==> config.mk <==
export PLATFORM = sky130hd
export DESIGN_NAME = trend_drift_monitor
export DESIGN_NICKNAME = d
export VERILOG_FILES = /design/src/rtl/tdm_pkg.sv /design/src/rtl/trend_avg_divider.sv /design/src/rtl/trend_streak_tracker.sv /design/src/rtl/trend_drift_monitor.sv
export SDC_FILE = /design/constraint.sdc
export NUM_CORES = 1
export LEC_CHECK = 0
export BUFFER_PORTS_ARGS = -buffer_cell sky130_fd_sc_hd__clkbuf_2
export CAP_MARGIN = 40
export CORE_MARGIN = 2
export CORE_UTILIZATION = 55
export DETAILED_ROUTE_END_ITERATION = 16
export PLACE_DENSITY = 0.79
export REMOVE_ABC_BUFFERS = 1
export SYNTH_ARGS = -nofsm -noshare
export SYNTH_HDL_FRONTEND = slang
export SYNTH_HIERARCHICAL = 1
export SYNTH_SLANG_ARGS = --single-unit
==> constraint.sdc <==
create_clock -name clk -period 6.1 [get_ports clk]
set_input_delay 1.22 -clock clk [delete_from_list [all_inputs] [get_ports clk]]
set_output_delay 1.22 -clock clk [all_outputs]
set_load 0.02 [all_outputs]
==> src/rtl/tdm_pkg.sv <==
// Package tdm_pkg
// Shared types for the trend drift monitor: the kind of state update
// that the top level performs in a given cycle.
package tdm_pkg;
    typedef enum logic [2:0] {
        UPD_IDLE,     // nothing changes
        UPD_RESTORE,  // external load of average and count
        UPD_SHIFT,    // saturated count: shift-based fold
        UPD_DIVIDE,   // launch the serial division
        UPD_FINISH    // division done: apply quotient
    } upd_kind_t;
endpackage

==> src/rtl/trend_avg_divider.sv <==
// Module trend_avg_divider
// Restoring bit-serial unsigned divider. It produces one quotient bit per
// cycle for DW cycles after start. done pulses in the last busy cycle and
// quotient is valid together with it.
// Assumes: divisor is non-zero, start is only raised while idle, and
// abort cancels at once.
module trend_avg_divider #(
    parameter int DW = 16,
    parameter int VW = 9
) (
    input  logic          clk,
    input  logic          rst_n,
    input  logic          start,
    input  logic          abort,
    input  logic [DW-1:0] dividend,
    input  logic [VW-1:0] divisor,
    output logic          busy,
    output logic          done,
    output logic [DW-1:0] quotient
);
    localparam int ITW = $clog2(DW + 1);

    logic [VW-1:0]  rem_q;
    logic [DW-1:0]  quo_q;
    logic [DW-1:0]  dvd_q;
    logic [VW-1:0]  dvs_q;
    logic [ITW-1:0] it_q;
    logic           busy_q;
    logic [VW:0]    trial;
    logic [VW:0]    rem_n;
    logic           ge;
    logic [DW-1:0]  quo_n;

    // One restoring step: shift in the next dividend bit and try to subtract.
    always_comb begin
        trial = {rem_q, quo_q[DW-1]};
        ge    = (trial >= {1'b0, dvs_q});
        rem_n = ge ? (trial - {1'b0, dvs_q}) : trial;
        quo_n = {quo_q[DW-2:0], ge};
    end

    assign busy     = busy_q;
    assign done     = busy_q && (it_q == ITW'(1));
    assign quotient = quo_n;

    // Iteration state: load on start, step while busy, clear on abort.
    always_ff @(posedge clk) begin
        if (!rst_n) begin
            rem_q  <= '0;
            quo_q  <= '0;
            dvd_q  <= '0;
            dvs_q  <= '0;
            it_q   <= '0;
            busy_q <= 1'b0;
        end else if (abort) begin
            busy_q <= 1'b0;
            it_q   <= '0;
        end else if (start) begin
            rem_q  <= '0;
            quo_q  <= dividend;
            dvd_q  <= dividend;
            dvs_q  <= divisor;
            it_q   <= ITW'(DW);
            busy_q <= 1'b1;
        end else if (busy_q) begin
            rem_q <= rem_n[VW-1:0];
            quo_q <= quo_n;
            it_q  <= it_q - ITW'(1);
            if (it_q == ITW'(1)) busy_q <= 1'b0;
        end
    end

    logic [DW+VW-1:0] chk_prod;
    assign chk_prod = quotient * dvs_q;

    // the partial remainder always fits below the divisor.
    a_r4_rem_fits: assert property (@(posedge clk) disable iff (!rst_n)
        busy_q |-> (rem_n[VW] == 1'b0));

    // the final quotient is the floor of dividend / divisor.
    a_r4_quotient_floor: assert property (@(posedge clk) disable iff (!rst_n)
        done |-> ((chk_prod <= (DW+VW)'(dvd_q)) &&
                  ((DW+VW)'(dvd_q) - chk_prod < (DW+VW)'(dvs_q))));
endmodule

==> src/rtl/trend_streak_tracker.sv <==
// Module trend_streak_tracker
// Counts consecutive divergent samples and raises a sticky flag on the
// STREAK_LEN-th one. A non-divergent sample or a clear restarts the run.
// Assumes: hit and miss are never high together.
module trend_streak_tracker #(
    parameter int STREAK_LEN = 4,
    parameter int STW        = $clog2(STREAK_LEN + 1)
) (
    input  logic           clk,
    input  logic           rst_n,
    input  logic           hit,
    input  logic           miss,
    input  logic           clear,
    output logic [STW-1:0] streak,
    output logic           flag
);
    localparam logic [STW-1:0] LAST = STW'(STREAK_LEN - 1);

    logic [STW-1:0] streak_q;
    logic           flag_q;

    // Run length and sticky flag update.
    always_ff @(posedge clk) begin
        if (!rst_n) begin
            streak_q <= '0;
            flag_q   <= 1'b0;
        end else if (clear) begin
            streak_q <= '0;
        end else if (hit) begin
            if (streak_q == LAST) flag_q <= 1'b1;
            else                  streak_q <= streak_q + STW'(1);
        end else if (miss) begin
            streak_q <= '0;
        end
    end

    assign streak = streak_q;
    assign flag   = flag_q;

    // once raised, the flag stays high until reset.
    a_r7_flag_sticky: assert property (@(posedge clk) disable iff (!rst_n)
        flag_q |=> flag_q);

    // the flag rises only on a hit that completes a full run.
    a_r6_flag_after_run: assert property (@(posedge clk) disable iff (!rst_n)
        $rose(flag_q) |-> ($past(streak_q) == LAST && $past(hit)));
endmodule

==> src/rtl/trend_drift_monitor.sv <==
// Module trend_drift_monitor
// Keeps a cumulative average of rare trend samples and flags persistent
// divergence above it. Non-divergent samples are folded in through a
// serial divider, or through a shift once the count saturates.
// Assumes: samples are unsigned; samples arriving while busy are dropped.
module trend_drift_monitor
    import tdm_pkg::*;
#(
    parameter int DATA_W     = 16,
    parameter int CNT_W      = 8,
    parameter int STREAK_LEN = 4,
    parameter int SAT_SHIFT  = 8
) (
    input  logic              clk,
    input  logic              rst_n,
    input  logic              smp_valid,
    input  logic [DATA_W-1:0] smp_value,
    input  logic [DATA_W-1:0] margin,
    input  logic              load_en,
    input  logic [DATA_W-1:0] load_avg,
    input  logic [CNT_W-1:0]  load_cnt,
    output logic              busy,
    output logic              wear_flag,
    output logic [DATA_W-1:0] avg_out,
    output logic [CNT_W-1:0]  cnt_out
);
    localparam int               DVW  = CNT_W + 1;
    localparam int               STW  = $clog2(STREAK_LEN + 1);
    localparam logic [CNT_W-1:0] CMAX = {CNT_W{1'b1}};

    logic [DATA_W-1:0] avg_q;
    logic [CNT_W-1:0]  cnt_q;
    logic              down_q;
    logic              accept, above, exceed, saturated;
    logic [DATA_W-1:0] mag;
    logic [DATA_W-1:0] step_sh;
    logic              div_busy, div_done;
    logic [DATA_W-1:0] div_quo;
    logic [STW-1:0]    streak;
    upd_kind_t         kind;

    // Sample classification against the current average.
    always_comb begin
        accept    = smp_valid && !div_busy && !load_en;
        above     = (smp_value > avg_q);
        mag       = above ? (smp_value - avg_q) : (avg_q - smp_value);
        exceed    = (cnt_q != '0) && above && (mag > margin);
        saturated = (cnt_q == CMAX);
        step_sh   = mag >> SAT_SHIFT;
    end

    // Choose which update, if any, this cycle performs.
    always_comb begin
        if (load_en)                             kind = UPD_RESTORE;
        else if (div_done)                       kind = UPD_FINISH;
        else if (accept && !exceed && saturated) kind = UPD_SHIFT;
        else if (accept && !exceed)              kind = UPD_DIVIDE;
        else                                     kind = UPD_IDLE;
    end

    trend_avg_divider #(
        .DW (DATA_W),
        .VW (DVW)
    ) u_div (
        .clk      (clk),
        .rst_n    (rst_n),
        .start    (kind == UPD_DIVIDE),
        .abort    (load_en),
        .dividend (mag),
        .divisor  ({1'b0, cnt_q} + DVW'(1)),
        .busy     (div_busy),
        .done     (div_done),
        .quotient (div_quo)
    );

    trend_streak_tracker #(
        .STREAK_LEN (STREAK_LEN),
        .STW        (STW)
    ) u_streak (
        .clk    (clk),
        .rst_n  (rst_n),
        .hit    (accept && exceed),
        .miss   (accept && !exceed),
        .clear  (load_en),
        .streak (streak),
        .flag   (wear_flag)
    );

    // Average, count and fold direction registers.
    always_ff @(posedge clk) begin
        if (!rst_n) begin
            avg_q  <= '0;
            cnt_q  <= '0;
            down_q <= 1'b0;
        end else begin
            case (kind)
                UPD_RESTORE: begin
                    avg_q <= load_avg;
                    cnt_q <= load_cnt;
                end
                UPD_SHIFT:  avg_q  <= above ? (avg_q + step_sh) : (avg_q - step_sh);
                UPD_DIVIDE: down_q <= !above;
                UPD_FINISH: begin
                    avg_q <= down_q ? (avg_q - div_quo) : (avg_q + div_quo);
                    cnt_q <= cnt_q + CNT_W'(1);
                end
                default: ;
            endcase
        end
    end

    assign busy    = div_busy;
    assign avg_out = avg_q;
    assign cnt_out = cnt_q;

    // a load lands its values on the next edge.
    a_r9_load_restores: assert property (@(posedge clk) disable iff (!rst_n)
        load_en |=> (avg_q == $past(load_avg) && cnt_q == $past(load_cnt)));

    // without a load the count never decreases.
    a_r4_count_monotonic: assert property (@(posedge clk) disable iff (!rst_n)
        !load_en |=> (cnt_q >= $past(cnt_q)));

    // while busy the divergence run is frozen.
    a_r5_busy_freezes_run: assert property (@(posedge clk) disable iff (!rst_n)
        (div_busy && !load_en) |=> $stable(streak));

    // a divergent sample leaves average and count untouched.
    a_r3_exceed_keeps_avg: assert property (@(posedge clk) disable iff (!rst_n)
        (accept && exceed) |=> ($stable(avg_q) && $stable(cnt_q)));

    // a saturated fold keeps the count and starts no division.
    a_r8_sat_single_cycle: assert property (@(posedge clk) disable iff (!rst_n)
        (kind == UPD_SHIFT) |=> (cnt_q == CMAX && !div_busy));
endmodule

# Yosys cells after proc, flatten, opt, wreduce, memory -nomap -nowiden

Index checks and enable logic that the tools add are counted.

Flip-flop bits (word level): 69
Input port bits: 60
Output and inout bits: 26

Add/sub/neg operators: 11
Magnitude comparators: 3
Equality and inequality tests: 8
Mux-type cells: 22
Bitwise logic cells: 2
Reductions and logical operators: 23

Operators by type and width:

| cell                  | count |
|---|---|
| $mux W16              | 5 |
| $pmux W16 S3          | 1 |
| $sub A16 B16 Y16      | 3 |
| $gt A16 B16 Y1        | 2 |
| $mux W9               | 3 |
| $add A16 B16 Y16      | 1 |
| $add A16 B8 Y16       | 1 |
| $pmux W8 S2           | 1 |
| $sub A16 B8 Y16       | 1 |
| $mux W3               | 5 |
| $ge A10 B9 Y1         | 1 |
| $mux W5               | 2 |
| $add A8 B1 Y9 const B | 1 |
| $eq A3 B2 Y1 const B  | 3 |
| $sub A9 B9 Y9         | 1 |
| $add A8 B1 Y8 const B | 1 |
| $eq A8 B8 Y1 const B  | 1 |
| $logic_and A1 B1 Y1   | 8 |
| $reduce_bool A8 Y1    | 1 |
| $reduce_and A2 Y1     | 3 |
| $reduce_bool A2 Y1    | 3 |
| $eq A5 B1 Y1 const B  | 1 |
| $sub A5 B1 Y5 const B | 1 |
| $logic_not A1 Y1      | 4 |
| other kinds (11)      | 15 |

# Longest topological paths before layout

Word-level depth: 13
Gate-level depth with buffers: 26
Depth with buffers taken out: 25

# By module

Netlist, hierarchy kept.

By module, submodules not included:

| module               | instances | cells each | area each (um2) |
|---|---|---|---|
| trend_drift_monitor  | 1         | 664        | 4,747.1 |
| trend_avg_divider    | 1         | 270        | 2,336.0 |
| trend_streak_tracker | 1         | 21         | 196.4 |

# Least setup slack after synthesis

No wires, ideal clock.

Kind: input to register
Start point: input smp_value[11]
End point: register u_div.quo_q[12]
Arrival time: 6.086 ns
Setup slack: -0.102 ns
Stages on the path: 24
Cell sequence: inv_1 > ha_1 > buf_2 > nand2_1 > o31a_1 > and3_1 > o22ai_1 > buf_2 > mux2i_1 > xor2_1 > inv_1 > ha_1 > a21o_1 > a21o_1 > a21o_1 > a21oi_1 > nor2_1 > o311a_1 > nor4b_1 > buf_2 > buf_2 > mux2i_1 > nand2_1 > o211a_1

Word-level cells in the longest chain between the ends: 13
Elaborated cells between the ends (all ways): 18
Those cells by class: add/sub (2); order compare (2); eq/ne (1); mux (6); reduce/logical (7)

RTL lines:

| element                                               | line                                                 | source |
|---|---|---|
| from (decl)                                           | trend_drift_monitor.sv:17                            | `input logic [DATA_W-1:0] smp_value,` |
| $gt A16 B16 Y1 (*)                                    | trend_drift_monitor.sv:45                            | `above = (smp_value > avg_q);` |
| $mux W16 (*)                                          | trend_drift_monitor.sv:46                            | `mag = above ? (smp_value - avg_q) : (avg_q - smp_value);` |
| via mag[9]                                            | trend_drift_monitor.sv:35                            | `logic [DATA_W-1:0] mag;` |
| $gt A16 B16 Y1 (*)                                    | trend_drift_monitor.sv:47                            | `exceed = (cnt_q != '0) && above && (mag > margin);` |
| $logic_and A1 B1 Y1 (*)                               | trend_drift_monitor.sv:47                            |  |
| $logic_not A1 Y1 (*)                                  | trend_drift_monitor.sv:56, trend_drift_monitor.sv:57 |  |
| $logic_and A1 B1 Y1 (*)                               | trend_drift_monitor.sv:56, trend_drift_monitor.sv:57 |  |
| $mux W2 / $logic_and A1 B1 Y1 (equally long branches) | trend_drift_monitor.sv:57, trend_drift_monitor.sv:56 |  |
| $mux W2 (*)                                           | trend_drift_monitor.sv:56                            | `else if (accept && !exceed && saturated) kind = UPD_SHIFT;` |
| $mux W3 (*)                                           | trend_drift_monitor.sv:55                            | `else if (div_done) kind = UPD_FINISH;` |
| $mux W3 (*)                                           | trend_drift_monitor.sv:54                            | `if (load_en) kind = UPD_RESTORE;` |
| $eq A3 B2 Y1 (*)                                      | trend_drift_monitor.sv:67                            | `.start (kind == UPD_DIVIDE),` |
| $reduce_bool A2 Y1 (no source line)                   | --                                                   |  |
| $reduce_and A2 Y1 (no source line)                    | --                                                   |  |
| to (signal assigned)                                  | trend_avg_divider.sv:60                              | `quo_q <= dividend;` |
| to (signal assigned)                                  | trend_avg_divider.sv:67                              | `quo_q <= quo_n;` |
| to (decl)                                             | trend_avg_divider.sv:24                              | `logic [DW-1:0] quo_q;` |

The timed path passes the listed nets; every way through them passes the cells marked *.
A chain may end at the register's enable or synchronous reset.

# Worst setup path in the final report

Start point: input smp_value[0]
End point: register u_div.quo_q[15]

Word-level cells in the longest chain between the ends: 13
Elaborated cells between the ends (all ways): 18
Those cells by class: add/sub (2); order compare (2); eq/ne (1); mux (6); reduce/logical (7)

RTL lines:

| element                                                   | line |
|---|---|
| $sub A16 B16 Y16 / $gt A16 B16 Y1 (equally long branches) | trend_drift_monitor.sv:46, trend_drift_monitor.sv:45 |
| $mux W16 (*)                                              | trend_drift_monitor.sv:46 |
| via mag[9]                                                | trend_drift_monitor.sv:35 |
| $gt A16 B16 Y1 (*)                                        | trend_drift_monitor.sv:47 |
| $logic_and A1 B1 Y1 (*)                                   | trend_drift_monitor.sv:47 |
| $logic_not A1 Y1 (*)                                      | trend_drift_monitor.sv:56, trend_drift_monitor.sv:57 |
| $logic_and A1 B1 Y1 (*)                                   | trend_drift_monitor.sv:56, trend_drift_monitor.sv:57 |
| $mux W2 / $logic_and A1 B1 Y1 (equally long branches)     | trend_drift_monitor.sv:57, trend_drift_monitor.sv:56 |
| $mux W2 (*)                                               | trend_drift_monitor.sv:56 |
| $mux W3 (*)                                               | trend_drift_monitor.sv:55 |
| $mux W3 (*)                                               | trend_drift_monitor.sv:54 |
| $eq A3 B2 Y1 (*)                                          | trend_drift_monitor.sv:67 |
| $reduce_bool A2 Y1 (no source line)                       | -- |
| $reduce_and A2 Y1 (no source line)                        | -- |

Marked as above.

==> summary.md <==
| Metric | Value |
|---|---|
| PortBufs | `85` |
| PwrDens | `247 nW/µm²` |
| Max cap viols | `0` |
| Dpl cell area | `8320 µm²` |
| Period Utilization, post-route | `97.8%` |
| Chip height | `119 µm` |
| Final Hold Vio Count | `0` |
| Gpl congestion | `0.988` |
| Normalized max-slew margin | `50.4%` |
| N_diodes | `0` |
| Layout cell share with drive strength beyond 1 | `22.6%` |
| Pre-antenna DRT Iters | `6` |
| Hold slack final | `465 ps` |
| Yosys top cell area share | `19.0%` |
| Crit-path most repeated cell | `buf_4` |
| Type of the worst setup path | `input port to register` |
| I/O pin total | `86` |
| First-pass GRT wire length | `33.9 mm` |
| Vias | `7,535` |
| Leakage | `4.28 nW` |
| Register-to-register setup slack | `670 ps` |
| Post-Route WL | `21.3 mm` |
| Min-Delay Endpoint | `u_streak/flag` |
| Yosys reg bits | `69` |
| R2R Path End | `u_div/quo_q[15]` |
| Core ar. | `13,100 µm²` |
| Setup crit end kind | `register` |
| Fin cells | `1,274` |
| DR iter-0 viols | `761` |
| FFs w/ async S/R, synth | `0%` |
| Clk slew on worst S/H paths | `60 ps` |
| Detailed Place HPWL | `16.1 mm` |
| RSZ-0062 raised after global routing | `yes` |
| Hold Crit Start | `u_streak/flag` |
| Final Max Tran Viols | `0` |
| Crit path max-delay cell type | `nor4b_4` |
| Die width | `119 µm` |
| DRC viols | `0` |
| Largest net degree at the start of global routing | `56` |
| Num CTS Buffers | `9` |
| Yosys warning count | `6` |
| Total die area | `14,200 µm²` |
| Post-synthesis sequential area ratio | `19.0%` |
| Actual slew at the worst max-slew pin | `743 ps` |
| Syn Std Cell Area | `7280 µm²` |
| Clock sink count | `69` |
| Vias in the first global route | `6,935` |
| CTS Buffer Depth | `2` |
| Setup crit start | `smp_value[0]` |
| Reg-to-reg critical path startpoint | `avg_out[1]` |
| Most frequent cells in the layout | `101 x buf_4, 96 x nand2_1, 84 x clkbuf_2` |
| H-Tree Depth | `3` |
| Initial antenna violation count | `0` |
| Max IR drop VDD | `135 µV` |
| Commonest non-fill, non-tap cell in the layout | `buf_4` |
| Grt ovf | `0` |
| Design area | `8830 µm²` |
| Crit path required time | `6330 ps` |
| Fin Setup TNS | `0 ps` |
| Gr usage total | `29.4%` |
| Hold WC Path Type | `register to register` |
| Nets | `1,238` |
| Worst-path fanout max | `7` |
| Crit path buf inv count | `9` |
| Synth-to-Final Area Change | `21.3%` |
| Yosys top cell by area | `dfxtp_1` |
| Final Setup Violations | `0` |
| Cell Rows | `42` |
| CTS root buf | `clkbuf_16` |
| Critical path launch point type | `input port` |
| Crit path max-delay family | `compound AO/OA/AOI/OAI gates` |
| Largest stage delay, worst path | `400 ps` |
| Routed Antenna Nets | `0` |
| Ys flop type | `dfxtp_1` |
| Post-synth EDFFs | `0` |
| Design Power | `2.18 mW` |
| Hold Path Depth | `1` |
| Syn_area_per_cell | `7.62 µm²` |
| Vias per inst | `5.91` |
| Placed instance count | `1,252` |
| WL/cell | `16.7 µm` |
| Clock Skews | `12.0 ps` |
| Gate count after technology mapping | `955` |
| Reg2reg path depth | `25` |
| CP arrival | `6200 ps` |
| Clock Latency Late Sink | `340 ps` |
| Status | `finished clean` |
| Unique cell type count in the Yosys netlist | `80` |
| CTS tree | `done` |
| Ranking of synthesized cells by area | `dfxtp_1 19%, ha_1 14%, a21oi_1 5.0%, nand2_1 5.0%, inv_1 4.3%` |
| Initial Util | `55.6%` |
| FMAX | `0.168 GHz` |
| Post-route minimum period | `5970 ps` |
==> flip-flops by register name, summed over array words and instances (netlist names) <==
register / count
u_div/busy: 1
avg_out: 16
u_div/dvs_q: 9
u_div/it_q: 5
u_streak/streak: 3
u_div/quo_q: 16
down_q: 1
u_streak/flag: 1
u_div/rem_q: 9
cnt_out: 8
==> metal layers <==
metal	vias up	GRT usage [%]	part of all wire, %
li1	3669	-	-
met1	3486	40.1	45
met2	328	47.7	45
met3	52	4.21	7.1
met4	0	9.38	2.8
met5	-	0	0
==> cell usage after synthesis, types with 5 or more instances <==
master and n:
a21oi_1 72, mux2i_1 25, or3_1 7, nand2_1 96, o22ai_1 10, o31ai_1 7
o21ai_1 5, nand4_1 9, o21ai_0 55, clkbuf_1 21, buf_4 19, xor2_1 27
a31oi_1 5, nor2b_1 15, buf_2 11, a21o_1 26, inv_1 83, nor3b_1 5
or2_2 5, and3_1 12, xnor2_1 33, nand3_1 21, nor3_1 16, o21a_1 13
ha_1 80, o31a_1 5, and2_1 7, a211oi_1 9, dfxtp_1 69, a21boi_0 9
nand2b_1 10, nor2_1 55, o211ai_1 9, o211a_1 21
==> cell families (layout without fill, tap and decap cells) <==
family | after synthesis | after routing | share of synthesized area (%)
XOR/XNOR | 60 | 60 | 7.22
AND/OR/NAND/NOR | 285 | 285 | 19.6
adder cells (fa/ha/maj) | 84 | 84 | 14.9
flip-flops | 69 | 69 | 19.0
buffers and inverters | 146 | 289 | 9.21
multiplexers | 25 | 25 | 3.44
AO/OA/AOI/OAI | 286 | 286 | 26.7
==> per-stage QoR <==
| stage | worst slack (ps) | util, % |
|---|---|---|
| floorplan | -3900 | - |
| global placement | -229 | 63.5 |
| detailed placement | -338 | 63.5 |
| CTS | 12.1 | 66.1 |
| global route | -129 | 67.5 |
| finish | 134 | 67.5 |
==> final cells by class <==
type	count	area (µm²)
well taps	176	220
clock inverters	3	68.8
repair buffers	189	1230
clock buffers	12	256
fillers	1088	4250
inverters	85	327
multi-input cells	740	5350
flip-flops and latches	69	1380
==> worst max-delay path by stage <==
stage                      end  cells after the start
2_1_floorplan   u_div/rem_q[5]                     22
3_3_place_gp       avg_out[14]                     27
3_5_place_dp       avg_out[14]                     27
4_1_cts            avg_out[14]                     26
5_1_grt        u_div/quo_q[12]                     28
6_report       u_div/quo_q[15]                     28
==> where the power goes <==
part / switching (mW) / total, mW / leakage [nW] / internal, mW
logic: 0.582 / 1.09 / 3.56 / 0.509
registers: 0.0399 / 0.516 / 0.564 / 0.476
clock network: 0.197 / 0.576 / 0.159 / 0.379
total: 0.819 / 2.18 / 4.28 / 1.36
==> timing repair <==
action                     in CTS  in global routing
gates cloned                    0                  0
setup endpoints to repair       1                 42
hold buffers                    0                  0
setup buffers                   0                  7
pin swaps                       0                 23
resized for setup               1                 34
No activity file was read; power rests on OpenSTA's default activity.
